--- src/rtl/vend_pkg.sv ---
package vend_pkg;
  localparam int unsigned ADD_W = 4;

  typedef struct packed {
    logic             cancel;
    logic [ADD_W-1:0] add;
  } coin_sel_t;
endpackage

--- src/rtl/vend_coin_sel.sv ---
module vend_coin_sel
  import vend_pkg::*;
#(
  parameter int unsigned NICKEL_U  = 1,
  parameter int unsigned DIME_U    = 2,
  parameter int unsigned QUARTER_U = 5
) (
  input  logic      nickel_i,
  input  logic      dime_i,
  input  logic      quarter_i,
  input  logic      cancel_i,
  output coin_sel_t sel_o
);
  localparam logic [ADD_W-1:0] N_ADD = ADD_W'(NICKEL_U);
  localparam logic [ADD_W-1:0] D_ADD = ADD_W'(DIME_U);
  localparam logic [ADD_W-1:0] Q_ADD = ADD_W'(QUARTER_U);

  // priority: cancel > quarter > dime > nickel
  always_comb begin
    sel_o.cancel = cancel_i;
    sel_o.add    = '0;
    if (!cancel_i) begin
      if (quarter_i)     sel_o.add = Q_ADD;
      else if (dime_i)   sel_o.add = D_ADD;
      else if (nickel_i) sel_o.add = N_ADD;
    end
  end
endmodule

--- src/rtl/vend_credit_step.sv ---
module vend_credit_step
  import vend_pkg::*;
#(
  parameter int unsigned N_CREDIT = 5
) (
  input  logic [N_CREDIT-1:0] cur_i,
  input  logic [ADD_W-1:0]    add_i,
  output logic [N_CREDIT-1:0] nxt_o,
  output logic                reach_o
);
  always_comb begin
    nxt_o   = '0;
    reach_o = 1'b0;
    for (int k = 0; k < int'(N_CREDIT); k++) begin
      if (cur_i[k] && (k + int'(add_i) >= int'(N_CREDIT))) reach_o = 1'b1;
      for (int j = 0; j < int'(N_CREDIT); j++) begin
        if (cur_i[k] && (k + int'(add_i) == j)) nxt_o[j] = 1'b1;
      end
    end
  end
endmodule

--- src/rtl/vend_ctrl.sv ---
module vend_ctrl
  import vend_pkg::*;
#(
  parameter int unsigned UNIT_CENTS    = 5,
  parameter int unsigned PRICE_CENTS   = 25,
  parameter int unsigned NICKEL_CENTS  = 5,
  parameter int unsigned DIME_CENTS    = 10,
  parameter int unsigned QUARTER_CENTS = 25
) (
  input  logic clk_i,
  input  logic rst_ni,
  input  logic nickel_i,
  input  logic dime_i,
  input  logic quarter_i,
  input  logic cancel_i,
  output logic vend_o,
  output logic refund_o
);
  localparam int unsigned N_CREDIT = PRICE_CENTS / UNIT_CENTS;
  localparam int unsigned ST_VEND  = N_CREDIT;
  localparam int unsigned ST_REF   = N_CREDIT + 1;
  localparam int unsigned NUM_ST   = N_CREDIT + 2;
  localparam logic [NUM_ST-1:0] ST_ZERO = NUM_ST'(1);

  logic [NUM_ST-1:0]   state_q, state_d;
  logic [N_CREDIT-1:0] credit_nxt;
  logic                reach;
  logic                busy;
  coin_sel_t           sel;

  vend_coin_sel #(
    .NICKEL_U (NICKEL_CENTS / UNIT_CENTS),
    .DIME_U   (DIME_CENTS / UNIT_CENTS),
    .QUARTER_U(QUARTER_CENTS / UNIT_CENTS)
  ) i_sel (
    .nickel_i (nickel_i),
    .dime_i   (dime_i),
    .quarter_i(quarter_i),
    .cancel_i (cancel_i),
    .sel_o    (sel)
  );

  vend_credit_step #(.N_CREDIT(N_CREDIT)) i_step (
    .cur_i  (state_q[N_CREDIT-1:0]),
    .add_i  (sel.add),
    .nxt_o  (credit_nxt),
    .reach_o(reach)
  );

  assign busy = state_q[ST_VEND] | state_q[ST_REF];

  always_comb begin
    state_d = ST_ZERO;
    if (busy || (state_q == '0)) begin
      state_d = ST_ZERO;  // outputs last one cycle; inputs dropped
    end else if (sel.cancel) begin
      if (!state_q[0]) begin
        state_d = '0;
        state_d[ST_REF] = 1'b1;
      end
    end else if (reach) begin
      state_d = '0;
      state_d[ST_VEND] = 1'b1;
    end else begin
      state_d = {2'b00, credit_nxt};
    end
  end

  always_ff @(posedge clk_i or negedge rst_ni) begin
    if (!rst_ni) state_q <= ST_ZERO;
    else         state_q <= state_d;
  end

  assign vend_o   = state_q[ST_VEND];
  assign refund_o = state_q[ST_REF];
endmodule

--- config.mk ---
export PLATFORM = sky130hd
export DESIGN_NAME = vend_ctrl
export DESIGN_NICKNAME = d
export VERILOG_FILES = /design/src/rtl/vend_pkg.sv /design/src/rtl/vend_coin_sel.sv /design/src/rtl/vend_credit_step.sv /design/src/rtl/vend_ctrl.sv
export SDC_FILE = /design/constraint.sdc
export NUM_CORES = 1
export LEC_CHECK = 0
export ABC_CLOCK_PERIOD_IN_PS = 1520
export CAP_MARGIN = 0
export CORE_ASPECT_RATIO = 0.8
export CORE_UTILIZATION = 30
export DETAILED_ROUTE_END_ITERATION = 7
export DONT_BUFFER_PORTS = 1
export PLACE_DENSITY = 0.51
export SYNTH_ARGS = -nofsm -noshare
export SYNTH_HDL_FRONTEND = slang
export SYNTH_HIERARCHICAL = 1
export SYNTH_SLANG_ARGS = --single-unit
--- constraint.sdc ---
create_clock -name clk_i -period 1.52 [get_ports clk_i]
set_input_delay 0.304 -clock clk_i [delete_from_list [all_inputs] [get_ports clk_i]]
set_output_delay 0.304 -clock clk_i [all_outputs]
set_load 0.005 [all_outputs]
# Word level (Yosys, flattened, before mapping)
# Cells that the tools add are included.
# W data, S select, Z words.
# word_totals
regBits	7
word_cells	106
# op_classes
addsub	4
magnitude_cmp	5
n_eq_ne	20
mux	38
bitwise	1
reduce_logical	37
# op_table
cell	n
$eq A32 B3 Y1 const B	8
$logic_not A32 Y1	5
$eq A32 B2 Y1 const B	4
$eq A32 B4 Y1 const B	4
$ge A32 B4 Y1 const B	4
$mux W1	31
$logic_and A1 B1 Y1	30
$mux W7	3
$mux W4	3
$add A2 B4 Y5 const A	2
$eq A4 B3 Y1 const B	2
$logic_not A7 Y1	1
$mux W6	1
$add A1 B4 Y5 const A	1
$add A3 B4 Y5 const A	1
$eq A4 B2 Y1 const B	1
$eq A4 B4 Y1 const B	1
$ge A4 B3 Y1 const B	1
$logic_or A1 B1 Y1	1
$or A1 B1 Y1	1

# Longest topological paths before layout
# Gate-level depths: netlist of run 1.
# depth
depth_word	14
depth_mapped	11
depth_no_buf	10

# Cells and area by module
# The synthesis of run 1 kept the hierarchy.
# by_module_without_submodules
mod	n_inst	cells_per_inst	area_each_um2	seq_area_each_um2
vend_credit_step	1	74	599.3	0.0
vend_ctrl	1	20	262.8	176.4
vend_coin_sel	1	8	48.8	0.0

# Worst setup path after synthesis of run 1
# No wires, ideal clock.
# synth_timing
path_kind	input to register
startpoint	input cancel_i
endpoint	register state_q[1]
setup_ps	67
t_arrival_ps	2684
setup_slack_ps	-1231
stages	9
path_buffers	0
cell_sequence	nor3b_1 -> inv_1 -> ha_1 -> a32o_1 -> o21ai_0 -> o2111ai_1 -> a211o_1 -> nor4_1 -> and3_1
# synth_via
elab_chain_len	11
word_cells_on_any_way	38
classes_between	add/sub: 4; order compare: 5; eq/ne: 5; mux: 14; reduce/logical: 10
# synth_rtl
item	line_no	text
from (decl)	vend_ctrl.sv:15	input logic cancel_i,
$mux W4 *	vend_coin_sel.sv:22	if (!cancel_i) begin
$add A1 B4 Y5 / $ge A4 B3 Y1 (equally long branches)	vend_credit_step.sv:15	if (cur_i[k] && (k + int'(add_i) >= int'(N_CREDIT))) reach_o = 1'b1;
$ge A32 B4 Y1 / $logic_and A1 B1 Y1 (equally long branches)	vend_credit_step.sv:15	
$logic_and A1 B1 Y1 / $mux W1 (equally long branches)	vend_credit_step.sv:15	
$mux W1 (3 in series)	vend_credit_step.sv:15	
$mux W1 *	vend_credit_step.sv:15	
net reach	vend_ctrl.sv:27	logic reach;
$mux W6 *	vend_ctrl.sv:61	end else if (reach) begin
$mux W7 *	vend_ctrl.sv:56	end else if (sel.cancel) begin
$mux W7 *	vend_ctrl.sv:54	if (busy || (state_q == '0)) begin
net state_d[1]	vend_ctrl.sv:25	logic [NUM_ST-1:0] state_q, state_d;
to (signal assigned)	vend_ctrl.sv:71	else state_q <= state_d;
to (decl)	vend_ctrl.sv:25	
# Mark *: on every way through the listed nets, which the timed path passes. The rest lies on a longest branch.

==> results.yml, run 1 <==
worst_setup_path:
  cp-end-kind: "flip-flop"
  critPathSlowestCell: "a211o_1"
  crit_end: "state_q[4]$_DFF_PN0_"
  rr_endpoint: "state_q[4]$_DFF_PN0_"
  path_buf_inv: 1
  reg2reg_slack_ns: -0.15
  crit_path_start_kind: "input pin"
  cp_cell_sequence: "nand2b_4 -> a21oi_4 -> inv_4 -> ha_4 -> nand2b_4 -> a32oi_2 -> o21ai_1 -> a211o_1 -> nor4_4 -> and3_4"
  reg2reg_depth: 6
  cp_max_fo: 4
  crit_start: "dime_i"
  critPathArrivalTime_ns: 2.13
  critPathMaxStageDelay_ns: 0.32
  path_delay_family: "compound AO/OA/AOI/OAI gates"
  rr_startpoint: "state_q[2]$_DFF_PN0_"
  cp.depth: 10
  worstPathRequired_ns: 1.68
  critPathKind: "input pin to flip-flop"
  path_common_cell: "nand2b_4"
yosys:
  synth_cell_types: 36
  synth_cells: 102
  synth_fp_nets: 122
  yosys_warnings: 6
  synth_seq_area_share: 0.1937
  synth_area_per_cell_sq_um: 8.930
  synth-seq-cells: 7
  syn-cell-area_sq_um: 910.9
power:
  p_per_area_nw_per_um2: 656.9
  p_leak_uw: 0.0006289
  vdd_drop_max_mv: 0.3759
finish:
  finalNetCount: 154
  regMostFlops: "state_q"
  fillCellCount: 256
  layout_commonest_cell: "buf_4"
  syn2layout_area_growth_pct: 57.56
  drive_above_1_share: 0.5038
  top_regs: "state_q x7"
  n_antenna_cell: 0
  largest_register_ffs: 7
  layout.cells.most_common_list: "buf_4 (28), ha_4 (7), a22o_1 (6), dfrtp_1 (6)"
routing:
  firstDrtPassIters: 4
  postRouteWirelength_um: 2636
  post-route-drc-count: 0
  wl_per_cell_um: 15.42
  viasPerCell: 5.152
  antenna_left: 0
  num_vias: 881
  drt_iter0_markers: 108
floorplanning:
  start_util: 0.3220
  die_h_um: 51.29
  core-area_sq_um: 2829
  die_x_um: 63.61
  rows: 17
  num_io_pins: 8
  dieArea_sq_um: 3262
timing:
  maxSlewViolCount: 0
  finalSetupViolCount: 6
  finalHoldViolations: 0
  fin_ws_ns: -0.4431
  maxClockFrequency_ghz: 0.5094
  skew_ns: 0.002951
  fin_tns_setup_ns: -2.446
  rsz0062_at_grt: "yes"
  finalCriticalPeriod_ns: 1.963
  fin_crit_sh: 1.291
placed_design:
  port_buffers: 0
  post-dp-hpwl_um: 2007
  place_ws_ns: -0.7810
  globalplace.congestion: 0.7806
global_routing:
  grt-ovfl-total: 0
  grt_pass1_wl_um: 4409
  grt_pass1_vias: 894
  grt_usage: 0.1778
  grt_antenna_before_repair: 0
  grt_max_degree: 10
clock_tree:
  clk_pin_slew_ns: 0.04
  cts-htree-levels: 1
  cts_root_buf: "clkbuf_8"
  cts_buffers: 3
  cts.sinks: 7
  clock_latency_ns: 0.22
  cts.path.max_buffers: 2
  cts_tree: "built"
job:
  max_cap_violations: 0
status:
  violations: "setup timing"
  status: "finished, violations left"
min_path:
  hold_path.class: "input pin to flip-flop"
-- worst min path at each step --
stage / slack (ns) / depth (start not counted) / endpoint / from
floorplan: 0.008 / 0 / state_q[1]$_DFF_PN0_ / rst_ni
global placement: 0.009 / 0 / state_q[6]$_DFF_PN0_ / rst_ni
detailed placement: 0.009 / 0 / state_q[4]$_DFF_PN0_ / rst_ni
CTS: 0.14 / 1 / state_q[5]$_DFF_PN0_ / cancel_i
global route: 0.14 / 1 / state_q[5]$_DFF_PN0_ / cancel_i
finish: 0.15 / 1 / state_q[5]$_DFF_PN0_ / cancel_i
-- per-layer routing --
layer / up-vias / routed length, um / track usage / part of all wire
met3: 0 / 106 / 0.05134 / 0.040
met4: 0 / 0 / 0 / 0
li1: 440 / - / - / -
met5: - / 0 / 0 / 0
met2: 14 / 1292 / 0.2926 / 0.49
met1: 427 / 1238 / 0.2436 / 0.47
-- repair_timing --
action / in CTS / in global routing
endpoints found under the hold margin: 7 / 0
resized for setup: 18 / 14
pin swaps: 12 / 8
hold buffers: 1 / 0
setup buffers: 5 / 2
endpoints found under the setup margin: 6 / 6
-- final cells by class --
| cell class | count | area [sq um] | area share |
|---|---|---|---|
| tap | 38 | 47.55 | 0.03313 |
| inverter | 9 | 40.04 | 0.02790 |
| clock buffer | 4 | 45.04 | 0.03139 |
| timing repair buffer | 32 | 254.0 | 0.1770 |
| multi-input combinational | 81 | 872.1 | 0.6077 |
| sequential | 7 | 176.4 | 0.1229 |
-- logic make-up (layout without fill, tap and decap cells) --
kind of cell | Yosys count | in the layout | share of synthesized area
other | 1 | 1 | 0.004117
buffers and inverters | 14 | 45 | 0.07554
and+or+nand+nor | 29 | 29 | 0.1951
AOI/OAI and AO/OA | 30 | 30 | 0.2679
muxes | 3 | 3 | 0.03297
adders and majority gates | 14 | 14 | 0.1923
DFF | 7 | 7 | 0.1937
xor gates and xnor gates | 4 | 4 | 0.03847
-- power by group --
part | switching (uW) | leakage [uW] | internal, uW | total, uW
Sequential | 38.9 | 0.0000935 | 225 | 263
Combinational | 210 | 0.000513 | 216 | 426
Clock | 73.0 | 0.0000228 | 181 | 254
Total | 321 | 0.000629 | 621 | 943
-- synth_stat cells --
cell | number | area share
nor2_1 | 4 | 0.016
a22o_1 | 6 | 0.058
xnor2_1 | 2 | 0.019
a221o_1 | 4 | 0.044
a2111oi_2 | 1 | 0.016
nor2b_1 | 3 | 0.021
a32o_1 | 1 | 0.011
a21oi_2 | 1 | 0.0096
nand2b_1 | 3 | 0.021
dfstp_2 | 1 | 0.029
a21o_1 | 1 | 0.0082
o21ai_0 | 5 | 0.027
xor2_1 | 2 | 0.019
a211o_1 | 3 | 0.029
nand3_1 | 1 | 0.0055
nor4_1 | 1 | 0.0069
nor3_1 | 1 | 0.0055
a32oi_1 | 2 | 0.019
a211oi_1 | 1 | 0.0082
inv_1 | 9 | 0.037
mux2i_1 | 3 | 0.033
nand4bb_1 | 1 | 0.012
ha_1 | 14 | 0.19
conb_1 | 1 | 0.0041
nor3b_1 | 4 | 0.033
buf_2 | 1 | 0.0055
o2111ai_1 | 1 | 0.0096
nand4_1 | 1 | 0.0069
a22oi_1 | 2 | 0.016
nand2_1 | 3 | 0.012
nor3_2 | 1 | 0.011
and3_1 | 5 | 0.034
and4_1 | 1 | 0.0096
buf_4 | 4 | 0.033
dfrtp_1 | 6 | 0.16
a21oi_1 | 2 | 0.011
-- per-stage QoR --
step	hold slack, ns	instance area [sq um]	util	instances	total power (uW)
2_1_floorplan	0.008409	972.2	-	102	482.6
3_3_place_gp	0.008523	1162	0.4109	159	586.6
3_5_place_dp	0.008518	1162	0.4109	159	588.5
4_1_cts	0.1389	1355	0.4790	169	906.6
5_1_grt	0.1354	1435	0.5073	171	1008
6_report	0.1460	1435	0.5073	171	942.7
Note: power is estimated with default switching activity, not from simulation.
==> inputs of run 2 (changes only) <==
--- a/config.mk
+++ b/config.mk
@@ -5,13 +5,13 @@
 export SDC_FILE = /design/constraint.sdc
 export NUM_CORES = 1
 export LEC_CHECK = 0
-export ABC_CLOCK_PERIOD_IN_PS = 1520
+export ABC_CLOCK_PERIOD_IN_PS = 2450
 export CAP_MARGIN = 0
 export CORE_ASPECT_RATIO = 0.8
 export CORE_UTILIZATION = 30
 export DETAILED_ROUTE_END_ITERATION = 7
 export DONT_BUFFER_PORTS = 1
-export PLACE_DENSITY = 0.51
+export PLACE_DENSITY = 0.5
 export SYNTH_ARGS = -nofsm -noshare
 export SYNTH_HDL_FRONTEND = slang
 export SYNTH_HIERARCHICAL = 1
==> constraint.sdc (replaced) <==
create_clock -name clk_i -period 2.45 [get_ports clk_i]
set_input_delay 0.49 -clock clk_i [delete_from_list [all_inputs] [get_ports clk_i]]
set_output_delay 0.49 -clock clk_i [all_outputs]
set_load 0.005 [all_outputs]
==> run 2 against run 1 <==
  * The run now ends clean
  * Clock skew is 0.00094 ns lower
  * Worst hold slack got worse by 0.039 ns
  * Critical path depth is 1 lower
  * Sequential power decreased by 35%
  * Total power fell by 45%
  * Cell area down 23%
  * Highest routed layer unchanged
  * Critical endpoint is now state_q[3]$_DFF_PN0_
  * Critical path type unchanged
==> results.yml, run 2 (synthesis results as in run 1) <==
worst_setup_path:
  cp_cell_sequence: "nor3b_4 -> inv_1 -> ha_1 -> a32o_1 -> o21ai_0 -> o2111ai_1 -> a211o_1 -> nor4_4 -> and3_1"
  critPathMaxStageDelay_ns: 0.36
  critPathKind: "input pin to flip-flop"
  crit_path_start_kind: "input pin"
  path_delay_family: "compound AO/OA/AOI/OAI gates"
  critPathArrivalTime_ns: 2.37
  cp_max_fo: 8
  path_buf_inv: 1
  critPathSlowestCell: "ha_1"
  worstPathRequired_ns: 2.61
  cp-end-kind: "flip-flop"
routing:
  post-route-drc-count: 0
  viasPerCell: 5.346
  drt_iter0_markers: 48
  wl_per_cell_um: 14.67
  firstDrtPassIters: 4
  antenna_left: 0
  num_vias: 818
  postRouteWirelength_um: 2244
power:
  p_switching_uw: 176.1
  sequentialPowerShare: 0.330
  combPwrFrac: 0.363
  p_total_uw: 521.1
  vdd_drop_max_mv: 0.3645
  p_per_area_nw_per_um2: 471.7
  p_leak_uw: 0.0005167
  swShare: 0.3379
  internal_power_uw: 345.0
  pwr-share-clk: 0.307
timing:
  tightest_slew_ns: 0.5166
  maxSlewViolCount: 0
  finalSetupViolCount: 0
  slew_headroom: 0.6548
  finalHoldViolations: 0
  fin_crit_sh: 0.9008
  hold_slack_ns: 0.1068
  maxClockFrequency_ghz: 0.4531
  skew_ns: 0.002007
  rsz0062_at_grt: "no"
  finalCriticalPeriod_ns: 2.207
placed_design:
  post-dp-hpwl_um: 1772
  dp.cells: 148
  port_buffers: 0
  globalplace.congestion: 0.8753
global_routing:
  grt-ovfl-total: 0
  grt_pass1_wl_um: 3850
  grt_antenna_before_repair: 0
  grt_max_degree: 10
  grt_pass1_vias: 798
  grt_usage: 0.1566
floorplanning:
  die_x_um: 63.61
  num_io_pins: 8
  rows: 17
  die_h_um: 51.29
  dieArea_sq_um: 3262
  core-area_sq_um: 2829
  start_util: 0.3220
clock_tree:
  cts_buffers: 3
  cts.path.max_buffers: 2
  clock_latency_ns: 0.22
  clk_pin_slew_ns: 0.04
  post-cts-setup-buffers: 0
  cts.sinks: 7
  cts-htree-levels: 1
  cts_root_buf: "clkbuf_8"
  cts_tree: "built"
finish:
  finish.utilization: 0.3905
  n_antenna_cell: 0
  drive_above_1_share: 0.2000
  regMostFlops: "state_q"
  final_cells: 153
  syn2layout_area_growth_pct: 21.29
  top_regs: "state_q x7"
  layout_commonest_cell: "ha_1"
  layout.cells.most_common_list: "ha_1 (14), buf_4 (13), inv_1 (9)"
  finalNetCount: 136
  largest_register_ffs: 7
job:
  max_cap_violations: 0
min_path:
  hold_path.class: "input pin to asynchronous set/reset pin"
status:
  status: "completed"
==> run 2: path summary, 6_finish.rpt <==
check	depth (start not counted)	slack, ns	from	endpoint
worst min-delay path	0	0.11	rst_ni	state_q[0]$_DFFE_PN1P_
min in group clk_i	1	0.33	cancel_i	state_q[5]$_DFF_PN0_
worst max-delay path	9	0.24	cancel_i	state_q[3]$_DFF_PN0_
worst max register to register	6	0.72	state_q[2]$_DFF_PN0_	state_q[3]$_DFF_PN0_
max in group asynchronous	1	1.65	rst_ni	state_q[4]$_DFF_PN0_
worst min register to register	1	0.65	state_q[0]$_DFFE_PN1P_	state_q[6]$_DFF_PN0_
==> run 2: what timing repair did <==
item | 4_1_cts | 5_1_grt
hold buffers | 1 | 0
hold endpoints to repair | 6 | 0
gates resized for setup | 0 | 1
setup endpoints to repair | 0 | 1
==> run 2: final cells by class <==
cell class              count  area, sq um
repair buffers             14        107.6
fillers                   282         1724
well taps                  38        47.55
multi-input cells          81        694.4
clock buffers               4        45.04
inverters                   9        33.78
flip-flops and latches      7        176.4
==> run 2: worst reg2reg max path, delay by kind of cell (launching register included) <==
| family | cells | cell delay [ns] |
|---|---|---|
| flip-flops | 1 | 0.46 |
| AO/OA/AOI/OAI | 4 | 0.81 |
| AND/OR/NAND/NOR | 2 | 0.40 |
==> run 2: per-layer routing <==
| metal | global-route usage | vias up | part of all wire |
|---|---|---|---|
| li1 | - | 401 | - |
| met1 | 0.2288 | 393 | 0.54 |
| met2 | 0.2110 | 24 | 0.40 |
| met3 | 0.06920 | 0 | 0.063 |
| met4 | 0.01894 | 0 | 0 |
| met5 | 0 | - | 0 |
==> run 2: power by group through the flow <==
stage | Clock (uW) | Sequential (uW) | Combinational (uW)
floorplan | 0 | 160 | 133
CTS | 166 | 168 | 181
detailed placement | 0 | 169 | 177
global placement | 0 | 169 | 177
finish | 160 | 172 | 189
global route | 169 | 174 | 213
==> run 2: per-stage QoR <==
step | worst slack [ns] | setup TNS (ns) | area (sq um)
after floorplan | 0.03085 | 0 | 930.9
after global placement | -0.03144 | -0.1016 | 1041
after detailed placement | -0.02325 | -0.06652 | 1041
after CTS | 0.2152 | 0 | 1096
after global routing | 0.07906 | 0 | 1105
final | 0.2431 | 0 | 1105
==> inputs of run 3 (changes only) <==
--- a/config.mk
+++ b/config.mk
@@ -8,10 +8,10 @@
 export ABC_CLOCK_PERIOD_IN_PS = 2450
 export CAP_MARGIN = 0
 export CORE_ASPECT_RATIO = 0.8
-export CORE_UTILIZATION = 30
+export CORE_UTILIZATION = 54
 export DETAILED_ROUTE_END_ITERATION = 7
 export DONT_BUFFER_PORTS = 1
-export PLACE_DENSITY = 0.5
+export PLACE_DENSITY = 0.75
 export SYNTH_ARGS = -nofsm -noshare
 export SYNTH_HDL_FRONTEND = slang
 export SYNTH_HIERARCHICAL = 1
==> run 3 against run 2 <==
  * Critical path depth grew 1
  * Cell area shrank 5.1%
  * Global-route usage grew 14 points
  * Clock skew grew 0.00081 ns
==> results.yml, run 3 (synthesis results as in run 1) <==
finish:
  drive_above_1_share: 0.1930
  largest_register_ffs: 7
  regMostFlops: "state_q"
  layout_commonest_cell: "ha_1"
  finalNetCount: 135
  top_regs: "state_q x7"
  syn2layout_area_growth_pct: 15.11
  n_antenna_cell: 0
  layout.cells.most_common_list: "ha_1 (14), buf_4 (12), inv_1 (9)"
routing:
  antenna_left: 0
  viasPerCell: 6.259
  post-route-drc-count: 0
  firstDrtPassIters: 4
  num_vias: 845
  drt_iter0_markers: 54
  postRouteWirelength_um: 2229
  wl_per_cell_um: 16.51
timing:
  tightest_slew_ns: 0.5484
  maxSlewViolCount: 0
  fin_tns_setup_ns: 0
  finalHoldViolations: 0
  finalCriticalPeriod_ns: 2.215
  slew_headroom: 0.6336
  rsz0062_at_grt: "no"
  skew_ns: 0.002813
  finalSetupViolCount: 0
  fin_crit_sh: 0.9040
  maxClockFrequency_ghz: 0.4515
clock_tree:
  cts_tree: "built"
  cts-htree-levels: 1
  clk_pin_slew_ns: 0.05
  cts_buffers: 3
  cts.sinks: 7
  clock_latency_ns: 0.25
  cts.path.max_buffers: 2
  cts_root_buf: "clkbuf_4"
  post-cts-setup-buffers: 0
global_routing:
  grt_pass1_vias: 834
  grt_usage: 0.3001
  grt-ovfl-total: 0
  grt_antenna_before_repair: 0
  grt_max_degree: 11
  grt_pass1_wl_um: 3726
floorplanning:
  die_x_um: 47.92
  die_h_um: 38.74
  core-area_sq_um: 1486
  start_util: 0.6128
  dieArea_sq_um: 1856
  num_io_pins: 8
  rows: 12
placed_design:
  port_buffers: 0
  globalplace.congestion: 0.8668
  post-dp-hpwl_um: 1771
worst_setup_path:
  critPathArrivalTime_ns: 2.41
  worstPathRequired_ns: 2.64
  crit_path_start_kind: "input pin"
  cp-end-kind: "flip-flop"
  cp_max_fo: 4
  critPathKind: "input pin to flip-flop"
power:
  p_leak_uw: 0.0005023
  vdd_drop_max_mv: 0.5858
  p_per_area_nw_per_um2: 430.1
  p_total_uw: 451.0
job:
  max_cap_violations: 0
status:
  status: "completed"
min_path:
  hold_path.class: "input pin to asynchronous set/reset pin"
==> run 3: changes by cell type in the layout (fill, tap and decap cells not counted), sizes merged <==
cell	change
buf	-1
==> run 3: repair_timing <==
item | 4_1_cts | 5_1_grt
endpoints found under the hold margin | 6 | 0
hold buffers | 1 | 0
gates resized for setup | 0 | 0
==> run 3: final cells by class <==
| cell class | count | area [sq um] |
|---|---|---|
| multi-input cells | 81 | 685.7 |
| fillers | 116 | 437.9 |
| flip-flops and latches | 7 | 176.4 |
| repair buffers | 13 | 100.1 |
| inverters | 9 | 33.78 |
| clock buffers | 4 | 26.28 |
| well taps | 21 | 26.28 |
==> run 3: final timing paths <==
check	from	to	slack, ns	cells after the start
setup / recovery	dime_i	state_q[2]$_DFF_PN0_	0.24	10
min in group clk_i	cancel_i	state_q[5]$_DFF_PN0_	0.30	1
hold reg to reg	state_q[0]$_DFFE_PN1P_	state_q[6]$_DFF_PN0_	0.65	1
max in group asynchronous	rst_ni	state_q[6]$_DFF_PN0_	1.68	1
setup reg to reg	state_q[2]$_DFF_PN0_	state_q[2]$_DFF_PN0_	0.75	6
hold / removal	rst_ni	state_q[0]$_DFFE_PN1P_	0.08	0
==> run 3: metal layers <==
metal / up-vias / GRT usage / share of wire
met5: - / 0 / 0
met4: 0 / 0.03472 / 0
met3: 0 / 0.1168 / 0.11
met2: 48 / 0.4291 / 0.41
met1: 390 / 0.4322 / 0.47
li1: 407 / - / -
==> run 3: power by group <==
group	internal, uW	switching, uW	total (uW)
clock network	62.1	42.6	105
registers	139	30.0	169
logic	83.6	93.3	177
==> run 3: critical path, cell delays in order <==
cell and delay (ns):
nand2b_1 0.13, a21oi_2 0.19, inv_1 0.12, ha_1 0.24, nor2b_1 0.17, o21ai_0 0.12, a21o_1 0.17, a211o_1 0.32
nor4_2 0.23, and3_1 0.21
==> run 3: stage by stage <==
stage | hold slack, ns | cells | utilization | area [sq um] | setup WS, ns
after floorplan | 0.1944 | 102 | - | 930.9 | 0.03085
after global placement | 0.1945 | 130 | 0.6810 | 1012 | 0.05338
after detailed placement | 0.1945 | 130 | 0.6810 | 1012 | -0.004374
after CTS | 0.06584 | 135 | 0.7054 | 1049 | 0.2633
after global routing | 0.05915 | 135 | 0.7054 | 1049 | 0.06705
final | 0.07773 | 135 | 0.7054 | 1049 | 0.2353
